File: config.mk
export PLATFORM = sky130hd
export DESIGN_NAME = disp_timing_ctrl
export DESIGN_NICKNAME = d
export VERILOG_FILES = /design/src/rtl/dtc_pkg.sv /design/src/rtl/dtc_axis.sv /design/src/rtl/dtc_regs.sv /design/src/rtl/disp_timing_ctrl.sv
export SDC_FILE = /design/constraint.sdc
export NUM_CORES = 1
export LEC_CHECK = 0
export ABC_AREA = 1
export BUFFER_PORTS_ARGS = -buffer_cell sky130_fd_sc_hd__buf_2
export CAP_MARGIN = 15
export CORE_MARGIN = 5
export CORE_UTILIZATION = 40
export DETAILED_ROUTE_END_ITERATION = 8
export PLACE_DENSITY = 0.54
export SYNTH_ARGS = -nofsm -noshare
export SYNTH_HDL_FRONTEND = slang
export SYNTH_SLANG_ARGS = --single-unit
export TNS_END_PERCENT = 30
File: constraint.sdc
create_clock -name clk -period 2.5 [get_ports clk]
set_input_delay 0.25 -clock clk [delete_from_list [all_inputs] [get_ports clk]]
set_output_delay 0.25 -clock clk [all_outputs]
set_load 0.005 [all_outputs]
File: src/rtl/dtc_pkg.sv
package dtc_pkg;
  // Field index inside one axis configuration
  localparam int TF_TOT  = 0;
  localparam int TF_PIC  = 1;
  localparam int TF_BRD  = 2;
  localparam int TF_BLK  = 3;
  localparam int TF_SYN  = 4;
  localparam int TF_BP   = 5;
  localparam int TF_LB   = 6;
  localparam int TF_IRQS = 7;
  localparam int TF_IRQE = 8;
  localparam int NTF     = 9;

  localparam int ADDR_W = 5;
  localparam logic [ADDR_W-1:0] RA_POL   = 5'd16;
  localparam logic [ADDR_W-1:0] RA_COLOR = 5'd17;
  localparam logic [ADDR_W-1:0] RA_HCNT  = 5'd18;
  localparam logic [ADDR_W-1:0] RA_VCNT  = 5'd19;
  localparam logic [ADDR_W-1:0] RA_CTRL  = 5'd20;
  localparam logic [ADDR_W-1:0] RA_SWAP  = 5'd21;
endpackage

File: src/rtl/dtc_axis.sv
module dtc_axis
  import dtc_pkg::*;
#(
  parameter int CNT_W    = 16,
  parameter int MARK_SEL = TF_IRQS
) (
  input  logic                       clk,
  input  logic                       rst_n,
  input  logic                       clr,
  input  logic                       step,
  input  logic                       load,
  input  logic [NTF-1:0][CNT_W-1:0]  cfg_i,
  output logic [CNT_W-1:0]           cnt_o,
  output logic                       term_o,
  output logic                       pic_o,
  output logic                       vis_o,
  output logic                       sync_o,
  output logic                       mark_o,
  output logic                       win_o
);
  logic [NTF-1:0][CNT_W-1:0] sh_q, sh_d;
  logic [CNT_W-1:0]          cnt_q, cnt_d;

  always_comb begin
    sh_d   = load ? cfg_i : sh_q;
    term_o = (cnt_q == sh_q[TF_TOT]);
    if (clr)       cnt_d = '0;
    else if (step) cnt_d = term_o ? '0 : cnt_q + 1'b1;
    else           cnt_d = cnt_q;
  end

  always_ff @(posedge clk or negedge rst_n) begin
    if (!rst_n) begin
      sh_q  <= '0;
      cnt_q <= '0;
    end else begin
      sh_q  <= sh_d;
      cnt_q <= cnt_d;
    end
  end

  // Region decode from the running count and the active shadow set
  assign cnt_o  = cnt_q;
  assign pic_o  = (cnt_q >= sh_q[TF_PIC]) && (cnt_q < sh_q[TF_BRD]);
  assign vis_o  = (cnt_q < sh_q[TF_BLK]) || (cnt_q >= sh_q[TF_LB]);
  assign sync_o = (cnt_q >= sh_q[TF_SYN]) && (cnt_q < sh_q[TF_BP]);
  assign mark_o = (cnt_q == sh_q[MARK_SEL]);
  assign win_o  = (cnt_q >= sh_q[TF_IRQS]) && (cnt_q <= sh_q[TF_IRQE]);
endmodule

File: src/rtl/dtc_regs.sv
module dtc_regs
  import dtc_pkg::*;
#(
  parameter int CNT_W = 16
) (
  input  logic                       clk,
  input  logic                       rst_n,
  input  logic                       wr_en,
  input  logic [ADDR_W-1:0]          wr_addr,
  input  logic [31:0]                wr_data,
  input  logic [ADDR_W-1:0]          rd_addr,
  output logic [31:0]                rd_data,
  input  logic [CNT_W-1:0]           hcnt,
  input  logic [CNT_W-1:0]           vcnt,
  input  logic                       frame_start,
  input  logic                       ev_line,
  input  logic                       ev_vblank,
  input  logic                       ev_err,
  output logic [NTF-1:0][CNT_W-1:0]  hcfg,
  output logic [NTF-1:0][CNT_W-1:0]  vcfg,
  output logic                       hpol,
  output logic                       vpol,
  output logic [23:0]                color,
  output logic                       run,
  output logic                       out_en,
  output logic                       cur_buf,
  output logic [2:0]                 irq
);
  logic [NTF-1:0][CNT_W-1:0] hcfg_q, hcfg_d, vcfg_q, vcfg_d, rsel;
  logic        hpol_q, hpol_d, vpol_q, vpol_d;
  logic [23:0] col_q, col_d;
  logic        run_q, run_d, oen_q, oen_d;
  logic [2:0]  msk_q, msk_d, irq_q, irq_d, ack;
  logic        nxt_q, nxt_d, cur_q, cur_d;
  logic [3:0]  fidx, ridx;

  function automatic logic [15:0] ext16(input logic [CNT_W-1:0] x);
    ext16 = '0;
    ext16[CNT_W-1:0] = x;
  endfunction

  // Next-state logic
  always_comb begin
    hcfg_d = hcfg_q;  vcfg_d = vcfg_q;
    hpol_d = hpol_q;  vpol_d = vpol_q;
    col_d  = col_q;
    run_d  = run_q;   oen_d  = oen_q;  msk_d = msk_q;
    nxt_d  = nxt_q;
    ack    = '0;
    fidx   = {1'b0, wr_addr[2:0]};
    if (wr_en) begin
      if (!wr_addr[ADDR_W-1]) begin
        if (wr_addr[3]) begin
          if (fidx == 4'd7) begin
            vcfg_d[TF_IRQS] = wr_data[CNT_W-1:0];
            vcfg_d[TF_IRQE] = wr_data[16 +: CNT_W];
          end else begin
            vcfg_d[fidx] = wr_data[CNT_W-1:0];
          end
        end else begin
          if (fidx == 4'd7) begin
            hcfg_d[TF_IRQS] = wr_data[CNT_W-1:0];
            hcfg_d[TF_IRQE] = wr_data[16 +: CNT_W];
          end else begin
            hcfg_d[fidx] = wr_data[CNT_W-1:0];
          end
        end
      end else begin
        case (wr_addr)
          RA_POL:   begin hpol_d = wr_data[0]; vpol_d = wr_data[4]; end
          RA_COLOR: col_d = wr_data[23:0];
          RA_CTRL:  begin run_d = wr_data[0]; msk_d = wr_data[10:8]; oen_d = wr_data[16]; end
          RA_SWAP:  begin nxt_d = wr_data[0]; ack = wr_data[18:16]; end
          default:  ;
        endcase
      end
    end
    cur_d = frame_start ? nxt_q : cur_q;
    irq_d = (irq_q & ~ack) | ({ev_err, ev_vblank, ev_line} & ~msk_q);
  end

  always_ff @(posedge clk or negedge rst_n) begin
    if (!rst_n) begin
      hcfg_q <= '0;  vcfg_q <= '0;
      hpol_q <= 1'b0; vpol_q <= 1'b0;
      col_q  <= '0;
      run_q  <= 1'b0; oen_q <= 1'b0; msk_q <= '0;
      nxt_q  <= 1'b0; cur_q <= 1'b0;
      irq_q  <= '0;
    end else begin
      hcfg_q <= hcfg_d;  vcfg_q <= vcfg_d;
      hpol_q <= hpol_d;  vpol_q <= vpol_d;
      col_q  <= col_d;
      run_q  <= run_d;   oen_q <= oen_d;  msk_q <= msk_d;
      nxt_q  <= nxt_d;   cur_q <= cur_d;
      irq_q  <= irq_d;
    end
  end

  // Read mux
  always_comb begin
    rsel    = rd_addr[3] ? vcfg_q : hcfg_q;
    ridx    = {1'b0, rd_addr[2:0]};
    rd_data = '0;
    if (!rd_addr[ADDR_W-1]) begin
      if (ridx == 4'd7) rd_data = {ext16(rsel[TF_IRQE]), ext16(rsel[TF_IRQS])};
      else              rd_data = {16'h0, ext16(rsel[ridx])};
    end else begin
      case (rd_addr)
        RA_POL:   rd_data = {27'h0, vpol_q, 3'h0, hpol_q};
        RA_COLOR: rd_data = {8'h0, col_q};
        RA_HCNT:  rd_data = {16'h0, ext16(hcnt)};
        RA_VCNT:  rd_data = {16'h0, ext16(vcnt)};
        RA_CTRL:  rd_data = {15'h0, oen_q, 5'h0, msk_q, 7'h0, run_q};
        RA_SWAP:  rd_data = {13'h0, irq_q, 11'h0, cur_q, 3'h0, nxt_q};
        default:  rd_data = '0;
      endcase
    end
  end

  assign hcfg    = hcfg_q;
  assign vcfg    = vcfg_q;
  assign hpol    = hpol_q;
  assign vpol    = vpol_q;
  assign color   = col_q;
  assign run     = run_q;
  assign out_en  = oen_q;
  assign cur_buf = cur_q;
  assign irq     = irq_q;
endmodule

File: src/rtl/disp_timing_ctrl.sv
module disp_timing_ctrl
  import dtc_pkg::*;
#(
  parameter int CNT_W = 16
) (
  input  logic              clk,
  input  logic              rst_n,
  input  logic              wr_en,
  input  logic [4:0]        wr_addr,
  input  logic [31:0]       wr_data,
  input  logic [4:0]        rd_addr,
  output logic [31:0]       rd_data,
  input  logic              fifo_err_i,
  output logic              hsync_o,
  output logic              vsync_o,
  output logic              de_o,
  output logic              border_o,
  output logic [23:0]       border_rgb_o,
  output logic              disp_buf_o,
  output logic              irq_line_o,
  output logic              irq_vblank_o,
  output logic              irq_err_o
);
  logic [NTF-1:0][CNT_W-1:0] hcfg, vcfg;
  logic [NTF-1:0][CNT_W-1:0] cfg [2];
  logic [CNT_W-1:0]          cnt [2];
  logic term [2], pic [2], vis [2], syn [2], mark [2], win [2];
  logic [CNT_W-1:0] hcnt, vcnt;
  logic hpol, vpol, run, out_en, cur_buf, active, load, frame_end, hterm;
  logic ev_line, ev_vblank, ev_err, both_pic;
  logic [2:0]  irq;
  logic [23:0] color;

  assign cfg[0] = hcfg;
  assign cfg[1] = vcfg;

  for (genvar a = 0; a < 2; a++) begin : g_axis
    dtc_axis #(
      .CNT_W    (CNT_W),
      .MARK_SEL (a == 0 ? TF_IRQS : TF_BLK)
    ) u_axis (
      .clk    (clk),
      .rst_n  (rst_n),
      .clr    (~run),
      .step   (a == 0 ? run : (run & hterm)),
      .load   (load),
      .cfg_i  (cfg[a]),
      .cnt_o  (cnt[a]),
      .term_o (term[a]),
      .pic_o  (pic[a]),
      .vis_o  (vis[a]),
      .sync_o (syn[a]),
      .mark_o (mark[a]),
      .win_o  (win[a])
    );
  end

  assign hcnt      = cnt[0];
  assign vcnt      = cnt[1];
  assign hterm     = term[0];
  assign frame_end = run & term[0] & term[1];
  assign load      = ~run | frame_end;
  assign ev_line   = run & mark[0] & win[0] & win[1];
  assign ev_vblank = run & mark[1] & (hcnt == '0);
  assign ev_err    = run & fifo_err_i;

  dtc_regs #(.CNT_W(CNT_W)) u_regs (
    .clk         (clk),
    .rst_n       (rst_n),
    .wr_en       (wr_en),
    .wr_addr     (wr_addr),
    .wr_data     (wr_data),
    .rd_addr     (rd_addr),
    .rd_data     (rd_data),
    .hcnt        (hcnt),
    .vcnt        (vcnt),
    .frame_start (frame_end),
    .ev_line     (ev_line),
    .ev_vblank   (ev_vblank),
    .ev_err      (ev_err),
    .hcfg        (hcfg),
    .vcfg        (vcfg),
    .hpol        (hpol),
    .vpol        (vpol),
    .color       (color),
    .run         (run),
    .out_en      (out_en),
    .cur_buf     (cur_buf),
    .irq         (irq)
  );

  // Pin decode
  assign active       = run & out_en;
  assign both_pic     = pic[0] & pic[1];
  assign de_o         = active & both_pic;
  assign border_o     = active & vis[0] & vis[1] & ~both_pic;
  assign hsync_o      = hpol ? (active & syn[0]) : ~(active & syn[0]);
  assign vsync_o      = vpol ? (active & syn[1]) : ~(active & syn[1]);
  assign border_rgb_o = color;
  assign disp_buf_o   = cur_buf;
  assign irq_line_o   = irq[0];
  assign irq_vblank_o = irq[1];
  assign irq_err_o    = irq[2];
endmodule

==> impl_summary.md <==
Critical path
The kind of capture point of the worst setup path is an output pin. Data on the critical path arrives at its endpoint at 2.56 ns. The worst-path maximum fanout is 4. The endpoint required time on the critical path is 2.25 ns. The number of cells on the worst reg-to-reg path is 14.

The cell with the largest stage delay on the worst path is sky130_fd_sc_hd__dfrtp_2. Counting both buffers and inverters, the worst setup path holds a total of 3. The signal on the critical path passes through buf_4 -> ha_4 -> inv_1 -> o21bai_1 -> nand2_1 -> nand2_1 -> nand2_1 -> nand2_1 -> nand2_1 -> nand2_1 -> nand3_1 -> nand3_4 -> nor2_4 -> buf_2. The type of the worst setup path is flop to output pin.

The cell repeated most along the worst path is sky130_fd_sc_hd__nand2_1. The number of cells on the critical path is 14. Grouping stages by cell kind, the critical path spends the most delay in simple AND/OR/NAND/NOR gates. The largest stage delay on the critical path is 0.44 ns. The nature of the critical path startpoint is a flop.

GRT
The sum of overflow across all layers after global routing is 0. The initial antenna violation count is 4. The total routing usage reported by global routing is 28.3%. Entering global routing, the biggest net connects 144 pins. The first global-routing pass estimated 195 mm of wire. The via count of the first global-routing pass was 28,832.

Route
The total via count in the routed design is 31,101. The post-route DRC violation count is 0. The DRC violation total after the first TritonRoute iteration is 3,461. For this block, the routed nets add up to 134 mm of wire. The post-detailed-route wirelength per cell is 23.2 um. The count of nets left with antenna violations once routing finished came out at 0. In the routed layout, each cell is associated on average with a via count of 5.39. The first-pass iteration count of the detailed router is 6.

Floorplanning
The die footprint is 91,600 um2. The region available for standard cell placement spans 85,100 um2. Measured along the y axis, the die boundary spans 303 um. The number of placed I/O pins is 110. The initialized floorplan defines 107 standard-cell rows. The width of the chip is 303 um.

The initial standard-cell utilization of the core is 40.3%.

Timing
Dividing the final minimum period by the clock period gives 113%. In the post-route analysis, the smallest setup slack over all paths is -0.314 ns. Setup repair after global routing could not meet its margin everywhere. The total of endpoints with negative setup slack in the final report is 54. The worst hold slack is 0.149 ns. At the pin with the least slew margin, the transition time is 0.973 ns. The number of max-slew violations in the final report is 0.

After layout, the minimum clock period comes to 2.81 ns. Based on the critical path, the design can be clocked at up to 355 MHz. The number of endpoints with negative hold slack in the final report is 0.

Headroom to the max-slew limit came out at 35.1%. The clock skew after layout is 0.0335 ns.

Clock tree
The CTS tree is done. Clock-pin slew was measured on the worst setup and hold paths at 0.06 ns. The CTS H-tree depth is 3. The number of buffers created by CTS is 74. The tree is rooted in a sky130_fd_sc_hd__clkbuf_16.

The maximum clock path buffer count is 3. The later pin in the worst-skew pair is clocked with a latency of 0.64 ns. The number of clock sinks seen by CTS is 644.

Power and ir drop
Summed over all cells, the static leakage comes to 0.0214 uW. The fraction of power consumed by combinational cells is 23.5%. Of the total power, registers draw 43.2%. The switching share of power is 34.8%. The ratio of total power to cell area is 807 nW/um2.

The clock network burns 33.3% of the power. IR analysis of the VDD net gives a maximum drop of 0.551 mV. The net switching power figure is 11,900 uW. The internal portion of the total power is 22,300 uW.

Yosys
The synthesized design contains 644 register bits. After synthesis, flip-flops and latches occupy 47.0% of the total area. The async set-reset flop share out of synthesis is 100%. The number of distinct standard cells referenced by the synthesized netlist is 40. The count of warnings emitted by yosys is 0.

The area share of the largest cell type after synthesis is 47.0%. By area the synthesized netlist is led by sky130_fd_sc_hd__dfrtp_1 (47%), sky130_fd_sc_hd__nand2_1 (14%), sky130_fd_sc_hd__ha_1 (9.3%). After technology mapping, the gate count stands at 4,301.

The area of the mapped netlist is 34,300 um2. The total nets after synthesis is 4,601. Counting flops with a built-in enable in the synthesized netlist gives 0. For this run, the leading register cell type out of synthesis is sky130_fd_sc_hd__dfrtp_1.

A synthesized cell averages 7.97 um2. The largest area contributor in the netlist is sky130_fd_sc_hd__dfrtp_1. The dominant cell by count in the synthesized netlist is sky130_fd_sc_hd__nand2_1.

After synthesis, the most frequently instantiated cells are sky130_fd_sc_hd__nand2_1 (1,285), sky130_fd_sc_hd__dfrtp_1 (644), sky130_fd_sc_hd__o21ai_0 (488).

Placement
The number of port buffers is 109. The placer's final routability congestion estimate is 0.960. The half-perimeter wire length after detailed placement is 93.5 mm. The worst slack after detailed placement is -0.203 ns.

Min path
The path category of the worst min-delay check is input port to asynchronous set/reset pin.

Status
The final reports fail on negative setup slack. The flow ran to the end, but the final reports show violations.

Finish
In the final layout, the share of cells above drive strength 1 is 15.6%. At the end of the flow, the number of nets in the layout was 4,864. The layout filler cell count is 8,264. Compared with the post-synthesis result, the final layout area differs by 23.3%.

Flow run
The count of maximum capacitance violations is 0.
repair_timing:
action	in CTS	in global routing
resized for setup	144	151
setup buffers	31	15
gates cloned	0	20
hold endpoints to repair	195	0
hold buffers	34	0
pin swaps	30	107
endpoints found under the setup margin	33	310
power groups by stage:
stage / clock network [uW] / registers (uW) / logic [uW]
after floorplan: 0 / 13900 / 4860
after global placement: 0 / 14800 / 7240
after detailed placement: 0 / 14700 / 7390
after CTS: 11600 / 14600 / 7690
after global routing: 12000 / 14900 / 9120
final: 11400 / 14700 / 8010
state kept, by name, summed over array words and instances, names as in the netlist:
name / flops
u_regs.hpol: 1
u_regs.cur_buf: 1
u_regs.color: 24
g_axis.u_axis.sh_q: 288
u_regs.irq: 3
u_regs.msk_q: 3
u_regs.nxt_q: 1
u_regs.vpol: 1
u_regs.hcfg: 144
u_regs.vcfg: 144
u_regs.run: 1
g_axis.u_axis.cnt_o: 32
u_regs.out_en: 1
stage by stage:
step / util [%] / total power [uW] / std cells / cell area, um2 / TNS [ns]
after detailed placement: 43.9 / 22100 / 5536 / 37400 / -0.305
after floorplan: - / 18700 / 4301 / 34300 / 0
after global routing: 49.6 / 36100 / 5765 / 42300 / -10.83
after global placement: 43.9 / 22000 / 5536 / 37400 / -0.388
final: 49.6 / 34100 / 5769 / 42300 / -1.87
after CTS: 48.2 / 33900 / 5731 / 41000 / -1.28
cell families after synthesis:
kind of cell             count (synthesis)  share of synthesized area, %
AO/OA/AOI/OAI                          709                          11.1
XOR/XNOR                                45                          1.15
adder cells (fa/ha/maj)                254                          9.27
buffers and inverters                  637                          7.32
flip-flops                             644                          47.0
multiplexers                            18                         0.526
AND/OR/NAND/NOR                       1994                          23.7
worst paths after layout:
kind	slack, ns	start	end
max	-0.31	g_axis[1].u_axis.cnt_o[1]	border_o
min	0.15	rst_n	g_axis[0].u_axis.sh_q[31]
max reg2reg	-0.04	g_axis[0].u_axis.cnt_o[1]	g_axis[1].u_axis.sh_q[29]
min reg2reg	0.47	u_regs.vcfg[57]	g_axis[1].u_axis.sh_q[57]
max in group asynchronous	1.44	rst_n	g_axis[1].u_axis.sh_q[107]
min in group clk	0.26	wr_addr[3]	u_regs.vpol
metal layers:
| layer | part of all wire (%) | vias up | GRT usage [%] |
|---|---|---|---|
| met5 | 0 | - | 0 |
| met2 | 43 | 1282 | 40.9 |
| met3 | 7.9 | 203 | 4.36 |
| li1 | - | 14539 | - |
| met1 | 46 | 15077 | 44.1 |
| met4 | 3.0 | 0 | 7.69 |
placed cells by master, fill, tap and decap left out, types with 19 or more instances in the layout:
master	count
sky130_fd_sc_hd__buf_12	43
sky130_fd_sc_hd__nand2_1	1256
sky130_fd_sc_hd__buf_2	105
sky130_fd_sc_hd__nor3_1	23
sky130_fd_sc_hd__ha_1	231
sky130_fd_sc_hd__nand2_2	27
sky130_fd_sc_hd__buf_6	33
sky130_fd_sc_hd__xor2_1	28
sky130_fd_sc_hd__a21oi_1	124
sky130_fd_sc_hd__clkbuf_16	92
sky130_fd_sc_hd__dfrtp_1	611
sky130_fd_sc_hd__nor2_1	252
sky130_fd_sc_hd__o21ai_1	19
sky130_fd_sc_hd__o21ai_0	466
sky130_fd_sc_hd__inv_1	391
sky130_fd_sc_hd__ha_4	23
sky130_fd_sc_hd__dfrtp_2	32
sky130_fd_sc_hd__nand3_2	57
sky130_fd_sc_hd__nand3_1	299
sky130_fd_sc_hd__dlygate4sd3_1	34
sky130_fd_sc_hd__nand4_1	35
sky130_fd_sc_hd__buf_4	174
cell type report:
cell class | instances | area (um2) | area share [%]
diodes | 4 | 10.0 | 0.0237
clock buffers | 93 | 2060 | 4.86
clock inverters | 40 | 473 | 1.12
inverters | 409 | 1560 | 3.68
multi-input cells | 3020 | 16600 | 39.2
flip-flops and latches | 644 | 16200 | 38.2
well taps | 1144 | 1430 | 3.39
repair buffers | 415 | 4010 | 9.47
Power figures use the tool's default switching activity.
